<file path="src/rtl/bsmul_pkg.sv">
package bsmul_pkg;

  typedef enum logic [1:0] {
    CELL_ZERO = 2'd0,
    CELL_ADD  = 2'd1,
    CELL_PASS = 2'd2,
    CELL_NEG  = 2'd3
  } cell_kind_e;

  // Shortest form: magnitude bits for positive values, two's complement for negative.
  function automatic int coef_len(input int c);
    int n;
    n = 1;
    if (c > 0) begin
      for (int k = 32; k >= 1; k--)
        if (longint'(c) < (longint'(1) <<< k)) n = k;
    end else if (c < 0) begin
      for (int k = 32; k >= 1; k--)
        if (longint'(c) >= -(longint'(1) <<< (k - 1))) n = k;
    end
    return n;
  endfunction

  function automatic cell_kind_e pick_cell(input int c, input int pos, input int len);
    logic b;
    b = 1'((c >>> pos) & 1);
    if (pos == len - 1) begin
      if (c < 0)      return CELL_NEG;
      else if (c > 0) return CELL_PASS;
      else            return CELL_ZERO;
    end
    return b ? CELL_ADD : CELL_ZERO;
  endfunction

endpackage

</file>
<file path="src/rtl/bsmul_add_cell.sv">
module bsmul_add_cell (
  input  logic clk,
  input  logic rst,
  input  logic st,
  input  logic x,
  input  logic pin,
  output logic q
);
  logic cy;
  logic pin_g, cy_g;

  assign pin_g = st ? 1'b0 : pin;
  assign cy_g  = st ? 1'b0 : cy;

  always_ff @(posedge clk) begin
    if (rst) begin
      q  <= 1'b0;
      cy <= 1'b0;
    end else begin
      q  <= x ^ pin_g ^ cy_g;
      cy <= (x & pin_g) | (x & cy_g) | (pin_g & cy_g);
    end
  end

  // with no live addend at a word start, no carry may survive into the word
  assert_carry_clear_R4: assert property (@(posedge clk) disable iff (rst)
    (!x && (st || !pin)) |=> !cy);
endmodule

</file>
<file path="src/rtl/bsmul_zero_cell.sv">
module bsmul_zero_cell (
  input  logic clk,
  input  logic rst,
  input  logic st,
  input  logic pin,
  output logic q
);
  always_ff @(posedge clk) begin
    if (rst)     q <= 1'b0;
    else if (st) q <= 1'b0;
    else         q <= pin;
  end
endmodule

</file>
<file path="src/rtl/bsmul_msb_cell.sv">
module bsmul_msb_cell #(
  parameter bit NEG = 1'b0
) (
  input  logic clk,
  input  logic rst,
  input  logic st,
  input  logic x,
  output logic q
);
  generate
    if (NEG) begin : g_neg
      logic seen;
      always_ff @(posedge clk) begin
        if (rst) begin
          q    <= 1'b0;
          seen <= 1'b0;
        end else begin
          q    <= (!st && seen) ? ~x : x;
          seen <= st ? x : (seen | x);
        end
      end
      // the first bit of every word leaves the negation cell unchanged
      assert_neg_first_bit_R2: assert property (@(posedge clk) disable iff (rst)
        st |=> (q == $past(x)));
    end else begin : g_pass
      always_ff @(posedge clk) begin
        if (rst) q <= 1'b0;
        else     q <= x;
      end
    end
  endgenerate
endmodule

</file>
<file path="src/rtl/bsmul_const.sv">
module bsmul_const #(
  parameter int COEF = 11
) (
  input  logic clk,
  input  logic rst,
  input  logic x_bit,
  input  logic word_start,
  output logic p_bit
);
  import bsmul_pkg::*;

  localparam int   NCELL = coef_len(COEF);
  localparam logic C_LSB = 1'((COEF >>> 0) & 1);

  logic [NCELL-1:0] chain;

  generate
    for (genvar i = 0; i < NCELL; i++) begin : g_cell
      localparam cell_kind_e KIND = pick_cell(COEF, i, NCELL);
      if (i == NCELL - 1) begin : g_top
        if (KIND == CELL_NEG) begin : g_n
          bsmul_msb_cell #(.NEG(1'b1)) u_cell (
            .clk(clk), .rst(rst), .st(word_start), .x(x_bit), .q(chain[i]));
        end else if (KIND == CELL_PASS) begin : g_p
          bsmul_msb_cell #(.NEG(1'b0)) u_cell (
            .clk(clk), .rst(rst), .st(word_start), .x(x_bit), .q(chain[i]));
        end else begin : g_z
          bsmul_zero_cell u_cell (
            .clk(clk), .rst(rst), .st(word_start), .pin(1'b0), .q(chain[i]));
        end
      end else begin : g_low
        if (KIND == CELL_ADD) begin : g_a
          bsmul_add_cell u_cell (
            .clk(clk), .rst(rst), .st(word_start), .x(x_bit),
            .pin(chain[i+1]), .q(chain[i]));
        end else begin : g_z
          bsmul_zero_cell u_cell (
            .clk(clk), .rst(rst), .st(word_start), .pin(chain[i+1]), .q(chain[i]));
        end
      end
    end
  endgenerate

  assign p_bit = chain[0];

  // first product bit of a word is bit 0 of the multiplicand gated by coefficient bit 0
  assert_first_bit_R3: assert property (@(posedge clk) disable iff (rst)
    word_start |=> (p_bit == ($past(x_bit) & C_LSB)));

  // output is quiet while reset is applied and in the cycle after
  assert_reset_quiet_R5: assert property (@(posedge clk)
    rst |=> !p_bit);

  generate
    if (COEF == 0) begin : g_zero_chk
      // zero coefficient never produces a one
      assert_zero_coef_R7: assert property (@(posedge clk) disable iff (rst)
        !p_bit);
    end
  endgenerate
endmodule

</file>
<file path="config.mk">
export PLATFORM = sky130hd
export DESIGN_NAME = bsmul_const
export DESIGN_NICKNAME = d
export VERILOG_FILES = /design/src/rtl/bsmul_pkg.sv /design/src/rtl/bsmul_add_cell.sv /design/src/rtl/bsmul_zero_cell.sv /design/src/rtl/bsmul_msb_cell.sv /design/src/rtl/bsmul_const.sv
export SDC_FILE = /design/constraint.sdc
export NUM_CORES = 1
export LEC_CHECK = 0
export CORE_AREA = 5 5 42 44
export CTS_CLUSTER_DIAMETER = 150
export DETAILED_ROUTE_END_ITERATION = 8
export DIE_AREA = 0 0 47 49
export SLEW_MARGIN = 0
export SYNTH_ARGS = -nofsm -noshare
export SYNTH_HDL_FRONTEND = slang
export SYNTH_SLANG_ARGS = --single-unit
</file>
<file path="constraint.sdc">
create_clock -name clk -period 1.8 [get_ports clk]
set_clock_uncertainty 0.15 [all_clocks]
set_input_delay 0.36 -clock clk [delete_from_list [all_inputs] [get_ports clk]]
set_output_delay 0.36 -clock clk [all_outputs]
set_load 0.02 [all_outputs]
</file>
==> Word-level counts from Yosys, hierarchy flattened <==
Cells that the tools add are included.
{ "totals": {"ff_bits": 6, "out_inout_bits": 1} }
{ "classes": {"n_mux": 4, "bitwise": 14, "reduce_logical": 1} }
{ "ops": {"columns": ["cell", "n"], "rows": [
  ["AND 1 bit", 6],
  ["2-to-1 mux 1 bit", 4],
  ["OR 1 bit", 4],
  ["bitwise XOR 1 bit", 4],
  ["OR reduction 2 bit", 1]
]} }

==> Depth between registers and ports, before layout <==
{ "depth": {"word_depth": 4, "ltp_mapped": 3, "ltp_nobuf": 3} }

==> Hierarchy <==
From an unflattened synthesis, not the netlist that was laid out.
{ "unflattened": {"hier_cells": 18, "hier_area_um2": 236.5} }
{ "modules_own_cells": {"columns": ["mod", "instances", "cells_each", "area_per_inst_um2", "seq_area_each_um2"], "rows": [
  ["bsmul_add_cell", 2, 7, 85.1, 40.0],
  ["bsmul_msb_cell", 1, 2, 33.8, 20.0],
  ["bsmul_zero_cell", 1, 2, 32.5, 20.0]
]} }

==> Worst setup path after synthesis <==
OpenSTA, ideal clock, no wires.
{ "synth_timing": {"path_kind": "input port to flip-flop", "start": "input port word_start", "end": "register g_cell[0].g_low.g_a.u_cell.q", "setup_ns": 0.114, "t_arrival_ns": 1.035, "t_required_ns": 1.536, "setup_slack_ns": 0.502, "cell_stages": 3, "path_buffers": 0, "cell_sequence": "nor2b_1 -> fa_1 -> nor2b_1"} }
{ "synth_between": {"elab_chain_cells": 3, "word_cells_on_any_way": 4} }
{ "synth_lines": {"columns": ["element", "line_no", "text"], "rows": [
  ["start: declaration", "bsmul_const.sv:7", "input logic word_start,"],
  ["2-to-1 mux 1 bit", "bsmul_add_cell.sv:12", "assign pin_g = st ? 1'b0 : pin;"],
  ["bitwise XOR 1 bit", "bsmul_add_cell.sv:20", "q <= x ^ pin_g ^ cy_g;"],
  ["bitwise XOR 1 bit *", "bsmul_add_cell.sv:20", null],
  ["end signal: assignment", "bsmul_add_cell.sv:20", null],
  ["end: declaration", "bsmul_add_cell.sv:7", "output logic q"]
]} }
Mark *: on every way between the ends. The rest lies on a longest branch, timed or not.
A chain may end at the register's enable or synchronous reset.

==> Final worst setup path <==
{ "layout_timing": {"start": "register g_cell[0].g_low.g_a.u_cell.q", "end": "output port p_bit"} }
{ "layout_lines": {"columns": ["element", "line_no", "text"], "rows": [
  ["end: declaration", "bsmul_const.sv:8", "output logic p_bit"]
]} }
No word-level cell between the ends.

==> flow_summary.toml <==
[detailed_routing]
route.final.wire_length_um = 309
wl_per_cell_um = 7.36
firstDrtPassIters = 2
drc = 0
via_per_inst = 3.07
ant_nets = 0
drt_iter0_drc = 1
vias = 129

[min_path]
min_path_type = "register to register"

[sta]
post-route-period-util_pct = 90.8
slew_violations = 0
fmax_ghz = 0.612
final_hold_viol_count = 0
slew_headroom_pct = 84.2
whs_ns = 0.310
setup_tns_ns = 0
setup_viol = 0
rsz0062_at_grt = "no"
worst_pin_slew_ns = 0.237
period_needed_ns = 1.63

[worst_setup_path]
crit_path_max_fanout = 1
cp_cell_sequence = "clkdlybuf4s50_1"
cp_top_family = "buffers and inverters"
worstSetupStartpointType = "register"
endpoint_kind = "primary output"
worstSetupPathType = "register to primary output"
worst-path-buf-inv = 1
worstPathArrival_ns = 1.12
critPathRequiredTime_ns = 1.29
worst_path_largest_cell_delay_ns = 0.59
cpMaxStageDelayCell = "clkdlybuf4s50_1"

[power]
p_leak_nw = 0.125
peakVddDrop_v = 0.000389
power_density_nw_per_um2 = 899
p_total_mw = 0.287

[yosys]
syn_inst = 18
yosysUniqueCellTypes = 4
ys_seq_area_share_pct = 52.5
synth_nets = 24
ys_ff_latch = 6
syn_area_per_cell_um2 = 12.7
ys.warnings.count = 0
synth.cell_area_um2 = 229

[clock_tree]
root_buffer = "clkbuf_4"
cts_setup_buffers = 0
cts_resized = 0
htreeDepth = 1
cts_made_buffers = 3
cts_hold_buf = 0
cts_tree = "done"
insertion_delay_ns = 0.24
clk_pin_slew_worst_paths_ns = 0.04
cts.sinks = 6
cts_buffer_depth = 2

[finish]
final_util_pct = 22.8
nNetsFinal = 34
multiInputGateArea_um2 = 109
drive_gt1_share_pct = 19.2
n_fill_cell = 153
area_delta_synth_final_pct = 39.3
diodes = 0
seq_area_um2 = 120
design_area_um2 = 319

[job]
drv_cap = 0

[grt]
antenna_found_initial = 0
grt_pass1_wl_um = 607
grt_start_max_net_pins = 7
grt.overflow.total = 0
grt_pass1_vias = 146
grt.total_usage_pct = 4.32

[floorplanning]
ioPinCount = 5
die_h_um = 49
start_util_pct = 16.3
dieArea_um2 = 2300
die_w_um = 47
core-area_um2 = 1400
rows = 14

[placement]
port_buffers = 4
gp_congestion = 0.662
place_area_um2 = 297

[run_status]
status = "completed"
-- cell families (layout without fill, tap and decap cells) --
kind of cell / count (synthesis) / count (layout) / share of synthesized area (%)
simple gates: 10 / 10 / 30.1
fa+ha+maj: 2 / 2 / 17.5
flops: 6 / 6 / 52.5
buf+inv: 0 / 8 / 0
-- power breakdown --
group          switching, mW  internal (mW)  leakage (nW)
Clock                 0.0446         0.0752        0.0138
Combinational         0.0112         0.0156        0.0623
Sequential           0.00117          0.139        0.0493
Total                 0.0570          0.230         0.125
-- Yosys cell counts --
cell     number  area (um2)
dfxtp_1       6         120
fa_1          2        40.0
nor2b_1       9        56.3
nor3b_2       1        12.5
-- worst reg2reg max path, delay by kind of cell, from the launching register on --
kind	cells	cell delay [ns]
simple gates	2	0.30
fa+ha+maj	1	0.43
flops	1	0.31
-- per-layer routing --
layer,global-route usage (%),up-vias,part of all wire (%)
met2,3.62,5,34
met5,0,-,0
met4,1.38,0,0
li1,-,72,-
met3,6.64,0,10
met1,5.37,52,56
-- worst paths after layout --
kind | startpoint | end | slack (ns) | cells past startpoint
hold reg to reg | g_cell[3].g_top.g_p.u_cell.q | g_cell[2].g_low.g_z.u_cell.q | 0.31 | 1
hold / removal | g_cell[3].g_top.g_p.u_cell.q | g_cell[2].g_low.g_z.u_cell.q | 0.31 | 1
setup / recovery | g_cell[0].g_low.g_a.u_cell.q | p_bit | 0.17 | 1
setup reg to reg | g_cell[2].g_low.g_z.u_cell.q | g_cell[1].g_low.g_a.u_cell.q | 0.49 | 3
-- final cells by class --
| type | count | area share (%) |
|---|---|---|
| Clock buffer | 3 | 7.06 |
| Multi-Input combinational cell | 12 | 34.1 |
| Sequential cell | 6 | 37.6 |
| Tap cell | 16 | 6.27 |
| Timing Repair Buffer | 5 | 14.9 |
-- stage by stage --
step                std cells  setup slack (ns)
global route               42            0.0887
detailed placement         39           -0.0765
CTS                        42             0.150
finish                     42             0.166
floorplan                  18             0.502
global placement           39           -0.0686
-- placed cells by master, fill, tap and decap left out --
master,synthesis,routed
nor2b_1,9,9
dfxtp_1,6,6
clkdlybuf4s50_1,0,4
clkbuf_4,0,3
fa_1,2,2
nor3b_2,1,1
buf_4,0,1
-- registers in the layout, summed over array words and instances, names as in the netlist --
signal                      cells
g_cell.g_low.g_a.u_cell.cy      2
g_cell.g_low.g_a.u_cell.q       2
g_cell.g_low.g_z.u_cell.q       1
g_cell.g_top.g_p.u_cell.q       1
Note: power is estimated with default switching activity, not from simulation.
